File: src/rtl/uart_txb_pkg.sv
package uart_txb_pkg;

  // Frame layout: start bit + data bits + stop bit
  function automatic int frame_bits(input int data_w);
    return data_w + 2;
  endfunction

  // Index of the final bit position within a frame
  function automatic int last_bit_index(input int data_w);
    return frame_bits(data_w) - 1;
  endfunction

  // Counter width needed to hold values 0 .. n-1
  function automatic int count_width(input int n);
    return (n < 2) ? 1 : $clog2(n);
  endfunction

endpackage

File: src/rtl/tx_hold_reg.sv
module tx_hold_reg #(
  parameter int DATA_W = 8
) (
  input  logic              clk,
  input  logic              rst_n,
  input  logic              wr_stb,
  input  logic [DATA_W-1:0] wr_data,
  input  logic              tx_en,
  input  logic              load_evt,
  output logic [DATA_W-1:0] hold_q,
  output logic              ready_q,
  output logic              wr_accept
);

  // A write lands only when the slot is free and the transmitter is on
  assign wr_accept = wr_stb && tx_en && ready_q;

  always_ff @(posedge clk or negedge rst_n) begin
    if (!rst_n) begin
      hold_q  <= '0;
      ready_q <= 1'b1;
    end else if (wr_accept) begin
      hold_q  <= wr_data;
      ready_q <= 1'b0;
    end else if (load_evt) begin
      ready_q <= 1'b1;
    end
  end

endmodule

File: src/rtl/tx_bit_timer.sv
module tx_bit_timer #(
  parameter int TICKS_PER_BIT = 16
) (
  input  logic clk,
  input  logic rst_n,
  input  logic run,
  input  logic restart,
  input  logic baud_tick,
  output logic bit_end
);
  import uart_txb_pkg::*;

  localparam int CW = count_width(TICKS_PER_BIT);
  localparam logic [CW-1:0] LAST_TICK = CW'(TICKS_PER_BIT - 1);

  logic [CW-1:0] tick_cnt;

  assign bit_end = run && baud_tick && (tick_cnt == LAST_TICK);

  always_ff @(posedge clk or negedge rst_n) begin
    if (!rst_n) begin
      tick_cnt <= '0;
    end else if (restart) begin
      tick_cnt <= '0;
    end else if (run && baud_tick) begin
      tick_cnt <= (tick_cnt == LAST_TICK) ? '0 : tick_cnt + 1'b1;
    end
  end

endmodule

File: src/rtl/tx_shifter.sv
module tx_shifter #(
  parameter int DATA_W = 8
) (
  input  logic              clk,
  input  logic              rst_n,
  input  logic              load,
  input  logic [DATA_W-1:0] load_data,
  input  logic              bit_end,
  output logic              txd,
  output logic              busy,
  output logic              frame_done
);
  import uart_txb_pkg::*;

  localparam int FRAME_W = frame_bits(DATA_W);
  localparam int IW      = count_width(FRAME_W);
  localparam logic [IW-1:0] LAST_IDX = IW'(last_bit_index(DATA_W));

  logic [FRAME_W-1:0] shreg;
  logic [IW-1:0]      bit_idx;

  // Stop bit high, data LSB first, start bit low in the bit that leaves first
  function automatic logic [FRAME_W-1:0] build_frame(input logic [DATA_W-1:0] d);
    return {1'b1, d, 1'b0};
  endfunction

  assign frame_done = busy && bit_end && (bit_idx == LAST_IDX);
  assign txd        = shreg[0];

  always_ff @(posedge clk or negedge rst_n) begin
    if (!rst_n) begin
      shreg   <= '1;
      bit_idx <= '0;
      busy    <= 1'b0;
    end else if (load) begin
      shreg   <= build_frame(load_data);
      bit_idx <= '0;
      busy    <= 1'b1;
    end else if (frame_done) begin
      shreg   <= '1;
      bit_idx <= '0;
      busy    <= 1'b0;
    end else if (busy && bit_end) begin
      shreg   <= {1'b1, shreg[FRAME_W-1:1]};
      bit_idx <= bit_idx + 1'b1;
    end
  end

endmodule

File: src/rtl/uart_tx_buffer.sv
module uart_tx_buffer #(
  parameter int DATA_W        = 8,
  parameter int TICKS_PER_BIT = 16
) (
  input  logic              clk,
  input  logic              rst_n,
  input  logic              tx_en,
  input  logic              baud_tick,
  input  logic              wr_stb,
  input  logic [DATA_W-1:0] wr_data,
  output logic              txd,
  output logic              tx_ready
);

  logic [DATA_W-1:0] hold_q;
  logic              wr_accept;
  logic              load_evt;
  logic              sh_busy;
  logic              frame_done;
  logic              bit_end;
  logic              sh_empty;

  // Shifter is free when idle or finishing its stop bit this cycle
  assign sh_empty = !sh_busy || frame_done;
  // A low ready flag marks a character waiting in the holding register
  assign load_evt = sh_empty && !tx_ready;

  tx_hold_reg #(.DATA_W(DATA_W)) u_hold (
    .clk       (clk),
    .rst_n     (rst_n),
    .wr_stb    (wr_stb),
    .wr_data   (wr_data),
    .tx_en     (tx_en),
    .load_evt  (load_evt),
    .hold_q    (hold_q),
    .ready_q   (tx_ready),
    .wr_accept (wr_accept)
  );

  tx_bit_timer #(.TICKS_PER_BIT(TICKS_PER_BIT)) u_timer (
    .clk       (clk),
    .rst_n     (rst_n),
    .run       (sh_busy),
    .restart   (load_evt),
    .baud_tick (baud_tick),
    .bit_end   (bit_end)
  );

  tx_shifter #(.DATA_W(DATA_W)) u_shift (
    .clk        (clk),
    .rst_n      (rst_n),
    .load       (load_evt),
    .load_data  (hold_q),
    .bit_end    (bit_end),
    .txd        (txd),
    .busy       (sh_busy),
    .frame_done (frame_done)
  );

endmodule

File: config.mk
export PLATFORM = sky130hd
export DESIGN_NAME = uart_tx_buffer
export DESIGN_NICKNAME = d
export VERILOG_FILES = /design/src/rtl/uart_txb_pkg.sv /design/src/rtl/tx_hold_reg.sv /design/src/rtl/tx_bit_timer.sv /design/src/rtl/tx_shifter.sv /design/src/rtl/uart_tx_buffer.sv
export SDC_FILE = /design/constraint.sdc
export NUM_CORES = 1
export LEC_CHECK = 0
export ABC_AREA = 1
export ABC_CLOCK_PERIOD_IN_PS = 1610
export BUFFER_PORTS_ARGS = -buffer_cell sky130_fd_sc_hd__clkbuf_2
export CAP_MARGIN = 20
export CORE_AREA = 5 5 63 79
export DETAILED_ROUTE_END_ITERATION = 8
export DIE_AREA = 0 0 68 84
export PLACE_DENSITY_LB_ADDON = 0.15
export SYNTH_ARGS = -nofsm -noshare
export SYNTH_HDL_FRONTEND = slang
export SYNTH_SLANG_ARGS = --single-unit
File: constraint.sdc
create_clock -name clk -period 1.61 [get_ports clk]
set_clock_uncertainty 0.1 [all_clocks]
set_input_delay 0.161 -clock clk [delete_from_list [all_inputs] [get_ports clk]]
set_output_delay 0.161 -clock clk [all_outputs]
set_load 0.005 [all_outputs]
==> results of run 1 <==
[critical path: stages, from the launching register on]
cell     delay, ns
dfrtp_1       0.42
ha_4          0.17
nand3_4       0.11
nor2_4        0.21
nand2_4       0.11
nand2_8       0.10
nand2_4       0.07
nand3_1       0.07
nand2_1       0.05
[final cells by class]
class	instances	area, um^2	share of cell area
sequential	27	689.4	0.4034
multi-input combinational	112	615.6	0.3602
timing repair buffer	25	155.1	0.09078
inverter	34	127.6	0.07467
tap	58	72.57	0.04246
clock buffer	3	41.29	0.02416
clock inverter	1	7.507	0.004392
[report_power, final]
group | switching (uW) | internal, uW | total [uW]
clock network | 218 | 176 | 394
registers | 126 | 912 | 1040
logic | 274 | 232 | 506
total | 618 | 1320 | 1940
[routing by layer]
metal,share of wire,vias up,wire [um],GRT usage
li1,-,592,-,-
met1,0.44,518,1275,0.1421
met2,0.51,19,1465,0.1789
met3,0.033,6,96,0.01752
met4,0.019,0,54,0.04882
met5,0,-,0,0
[cell families (layout without fill, tap and decap cells)]
| kind of cell | after synthesis | after routing |
|---|---|---|
| AOI/OAI and AO/OA | 18 | 18 |
| xor gates and xnor gates | 1 | 1 |
| adders and majority gates | 3 | 3 |
| buffers and inverters | 37 | 63 |
| DFF | 27 | 27 |
| muxes | 1 | 1 |
| and+or+nand+nor | 88 | 89 |
[per-stage QoR]
stage / power (uW) / instance area (um^2)
global route: 2087 / 1709
CTS: 1918 / 1645
global placement: 1490 / 1584
detailed placement: 1503 / 1584
finish: 1937 / 1709
floorplan: 1343 / 1408
[how the worst min path moves through the flow]
stage	start	end	slack (ns)	depth (start not counted)
finish	wr_data[7]	u_hold.hold_q[7]	0.01	2
floorplan	rst_n	u_hold.hold_q[0]	-0.23	0
global route	wr_data[7]	u_hold.hold_q[7]	0.02	2
CTS	wr_data[7]	u_hold.hold_q[7]	0.009	2
detailed placement	rst_n	u_shift.bit_idx[0]	0.13	1
global placement	rst_n	u_shift.bit_idx[2]	0.14	1
[flip-flops by register name, indices dropped and copies added, names as in the netlist]
register / cells
u_shift.shreg: 9
u_shift.bit_idx: 4
u_shift.busy: 1
u_hold.ready_q: 1
u_timer.tick_cnt: 4
u_hold.hold_q: 8
[Yosys cell counts]
| cell type | number |
|---|---|
| a21boi_1 | 1 |
| a21oi_1 | 9 |
| a21oi_2 | 1 |
| buf_6 | 2 |
| clkbuf_1 | 1 |
| dfrtp_1 | 17 |
| dfstp_2 | 10 |
| ha_1 | 3 |
| inv_1 | 33 |
| inv_2 | 1 |
| mux2_2 | 1 |
| nand2_1 | 46 |
| nand2_2 | 2 |
| nand2_4 | 3 |
| nand3_1 | 21 |
| nand3_2 | 1 |
| nand4_1 | 2 |
| nor2_1 | 11 |
| nor2_4 | 1 |
| nor3_1 | 1 |
| o21ai_0 | 4 |
| o21ai_1 | 1 |
| o21ai_2 | 2 |
| xor2_1 | 1 |
[timing repair]
item | CTS | global route
gates cloned | 0 | 1
pin swaps | 0 | 3
hold endpoints to repair | 17 | 0
buffers inserted | 0 | 2
hold buffers | 1 | 0
resized for setup | 1 | 7
endpoints found under the setup margin | 1 | 11
==> out/results.tsv, run 1 <==
metric	value	unit
status	finished clean	
netlist.area_leader.share	0.3022	
placed_cells	252	
final_nets	219	
utilization	0.4047	
nFillCells	439	
synth-compound-area-share	0.07378	
startpoint	u_timer.tick_cnt[0]	
period_needed	1.521	ns
synth_top_family_by_area	simple AND/OR/NAND/NOR gates	
setup_violations	0	
cap_viol_max_count	0	
synthTopCellsByArea	dfrtp_1, dfstp_2, nand2_1, inv_1, nand3_1	
antenna_found_initial	0	
core_area	4223	um^2
min_path_type	input port to flip-flop	
grt_max_degree	28	
reg2reg_to	u_timer.tick_cnt[1]	
portBuffers	14	
worstRegToRegCells	8	
cts_buffers	3	
num_rows	27	
drt_iter0_drc	26	
p_leak	0.0009363	uW
vias	1135	
hold_viol	0	
firstDrtPassIters	4	
synth-seq-cells	27	
final_cell_mix	nand2_1, inv_1, nand3_1	
gr-usage-all-layers	0.1110	
synth_fp_nets	191	
worstSetupPathType	flip-flop to flip-flop	
final_common_cell	nand2_1	
synth_xor_area_frac	0.006222	
overflow	0	
gp_congestion	0.8365	
crit_path_end_kind	flip-flop	
fp.dieW	68	um
stdcell_count	260	
fmax	0.6575	GHz
dp_slack	0.009467	ns
ys_warn_count	0	
required	1.69	ns
endpoint	u_timer.tick_cnt[1]	
timing.slew.headroom	0.5527	
area_growth	21.42	%
fp.dieH	84	um
cts_buffer_depth	2	
synth_area	1408	um^2
synth_cell_types	24	
crit_fanout	10	
clkTransAtPathRegs	0.10	ns
start_util	0.3333	
cts_tree	done	
fp.dieArea	5712	um^2
htreeDepth	1	
worst_slew_pin_slew	0.6709	ns
r2r_setup_slack	0.09	ns
insertion_delay	0.28	ns
timing.rr.start	u_timer.tick_cnt[0]	
synthMuxAreaShare	0.008000	
setup_slack	0.08918	ns
irDropWorstVdd	0.5389	mV
whs	0.01340	ns
postRouteAntennaNets	0	
yosys.area_share.simple	0.2871	
drc	0	
grt_pass1_wl	4919	um
numClockSinks	27	
ios	15	
finalCritPeriodShare	0.9446	
synth_fa_ha_area_frac	0.02667	
synthCells	175	
cp.arrival	1.60	ns
drt_wl_total	2892	um
avgViaCountPerCell	4.365	
synth_area_leader_cell	dfrtp_1	
critPathLaunchType	flip-flop	
wl_per_cell	11.12	um
num_antenna_cells	0	
clockRootBuffer	clkbuf_8	
dpl.hpwl	2127	um
power_density	1133	nW/um^2
grt_pass1_vias	1173	
setup_tns	0	ns
slew_viol_final	0	
syn-mean-instance-area	8.043	um^2
yosysSeqAreaShare	0.4889	
drive_gt1_frac	0.2673	
No activity file was read; power rests on OpenSTA's default activity.
==> run 2, diff against run 1 <==
--- a/config.mk
+++ b/config.mk
@@ -6,7 +6,7 @@
 export NUM_CORES = 1
 export LEC_CHECK = 0
 export ABC_AREA = 1
-export ABC_CLOCK_PERIOD_IN_PS = 1610
+export ABC_CLOCK_PERIOD_IN_PS = 1200
 export BUFFER_PORTS_ARGS = -buffer_cell sky130_fd_sc_hd__clkbuf_2
 export CAP_MARGIN = 20
 export CORE_AREA = 5 5 63 79
==> constraint.sdc (replaced) <==
create_clock -name clk -period 1.2 [get_ports clk]
set_clock_uncertainty 0.1 [all_clocks]
set_input_delay 0.12 -clock clk [delete_from_list [all_inputs] [get_ports clk]]
set_output_delay 0.12 -clock clk [all_outputs]
set_load 0.005 [all_outputs]
==> run 2 against run 1 <==
Compared with the run above:
- the run now ends with setup timing left
- clock power up 34%
- flip-flop and latch count unchanged
- register-to-register slack lost 0.38 ns
- maximum frequency increased by 2.1%
- sequential power increased by 32%
- global-route usage grew 1.6 points
- sequential share of layout area down 7.5 points
- highest routed layer unchanged
==> out/results.tsv, run 2 (synthesized netlist as in run 1, its figures left out) <==
metric	value	unit
placed_cells	265	
clockRootBuffer	clkbuf_8	
reg_top3	u_shift.shreg: 9 flops, u_hold.hold_q: 8 flops	
clkTransAtPathRegs	0.09	ns
intPower	1913	uW
drc	0	
fp.dieArea	5712	um^2
cts_buffers	3	
dp_slack	-0.3089	ns
drive_gt1_frac	0.3982	
irDropWorstVdd	0.5335	mV
portBuffers	14	
rsz0062_at_grt	yes	
insertion_delay	0.27	ns
grt_max_degree	28	
fp.dieW	68	um
crit_chain	ha_4, nand3_4, nor2_4, nand2_4, nand2_8, nand2_8, nand3_1, nand2_1	
antenna_found_initial	0	
largest_reg_flops	9	
largest-register	u_shift.shreg	
timing.slew.headroom	0.7638	
core_area	4223	um^2
critPathTopFamily	simple AND/OR/NAND/NOR gates	
p_leak	0.001085	uW
firstDrtPassIters	4	
nFillCells	403	
vias	1259	
power_density	1329	nW/um^2
grt_pass1_vias	1293	
num_rows	27	
worst_slew_pin_slew	0.3543	ns
cts_tree	done	
status	finished with violations	
setup_tns	-5.078	ns
utilization	0.4960	
gr-usage-all-layers	0.1266	
final_common_cell	nand2_1	
switching_share	0.3129	
area_growth	48.80	%
whs	0.01553	ns
avgViaCountPerCell	4.433	
slowest_stage	dfrtp_1	
finalCritPeriodShare	1.241	
worstSetupPathType	flip-flop to flip-flop	
clkPwrFrac	0.190	
setup_violations	28	
grt_pass1_wl	5623	um
num_antenna_cells	0	
p_switching	871.2	uW
cts_buffer_depth	2	
cp.arrival	1.56	ns
critPathLaunchType	flip-flop	
overflow	0	
required	1.27	ns
crit_path_end_kind	flip-flop	
period_needed	1.489	ns
drt_iter0_drc	35	
drt_wl_total	3296	um
cap_viol_max_count	0	
final_cell_mix	nand2_1, inv_1, buf_4	
cp_common_cell	nand2_8	
postRouteAntennaNets	0	
setup_slack	-0.2894	ns
wl_per_cell	11.61	um
violations	setup timing	
final_nets	243	
cp_num_buf_inv	0	
dpl.hpwl	2244	um
gp_congestion	0.8456	
numClockSinks	27	
seq_power_share	0.492	
hold_viol	0	
start_util	0.3333	
crit_fanout	6	
p_comb_frac	0.318	
htreeDepth	1	
fmax	0.6714	GHz
min_path_type	input port to flip-flop	
slowest_delay	0.42	ns
fp.dieH	84	um
ios	15	
slew_viol_final	0	
stdcell_count	284	
==> run 2: cell count changes in the layout (fill, tap and decap cells not counted), moves of 2 or more <==
cell	delta
buf_4	+11
dlygate4sd3_1	+7
nand3_1	-7
nor2_1	-7
nor2_4	+7
nand3_2	+5
a21oi_1	-4
a21oi_2	+4
buf_6	+4
nand2_1	-2
nand3_4	+2
==> run 2: path summary, 6_finish.rpt <==
kind	slack, ns	to	depth (start not counted)	startpoint
max	-0.29	u_timer.tick_cnt[1]	8	u_timer.tick_cnt[0]
min	0.02	u_hold.hold_q[6]	3	wr_data[6]
max reg2reg	-0.29	u_timer.tick_cnt[1]	8	u_timer.tick_cnt[0]
min reg2reg	0.37	u_shift.shreg[6]	2	u_shift.shreg[6]
max in group asynchronous	0.42	u_hold.ready_q	3	rst_n
min in group asynchronous	0.26	u_timer.tick_cnt[3]	3	rst_n
==> run 2: area by class of cell <==
class,instances,area [um^2],area share
repair buffers,48,395.4,0.1888
clock buffers,4,45.04,0.02151
inverters,34,130.1,0.06213
well taps,58,72.57,0.03465
multi-input cells,113,763.2,0.3644
flip-flops and latches,27,688.2,0.3286
==> run 2: power groups by stage <==
stage / logic [uW] / clock network, uW / registers [uW]
2_1_floorplan: 462 / 0 / 1370
5_1_grt: 1010 / 591 / 1390
3_3_place_gp: 778 / 0 / 1370
3_5_place_dp: 788 / 0 / 1380
4_1_cts: 838 / 544 / 1360
6_report: 884 / 529 / 1370
==> run 2: worst register-to-register path: stages (launching register included) <==
cell and delay [ns]:
dfrtp_1 0.42, ha_4 0.17, nand3_4 0.10, nor2_4 0.16, nand2_4 0.13, nand2_8 0.12
nand2_8 0.06, nand3_1 0.07, nand2_1 0.05
==> run 2: layer usage <==
| layer | track usage | vias to the layer above | wire length [um] |
|---|---|---|---|
| li1 | - | 644 | - |
| met1 | 0.1448 | 585 | 1348 |
| met2 | 0.2228 | 23 | 1764 |
| met3 | 0.02022 | 7 | 108 |
| met4 | 0.05425 | 0 | 74 |
| met5 | 0 | - | 0 |
==> run 2: timing repair <==
action	4_1_cts	5_1_grt
pin swaps	2	6
gates resized for setup	21	16
hold endpoints to repair	24	0
setup buffers	2	2
hold buffers	8	0
cloned	3	0
endpoints found under the setup margin	28	28
==> run 2: through the flow <==
step / instance area (um^2) / power, uW
after global routing: 2095 / 2995
after floorplan: 1460 / 1831
after CTS: 2003 / 2741
final: 2095 / 2784
after global placement: 1737 / 2150
after detailed placement: 1737 / 2165
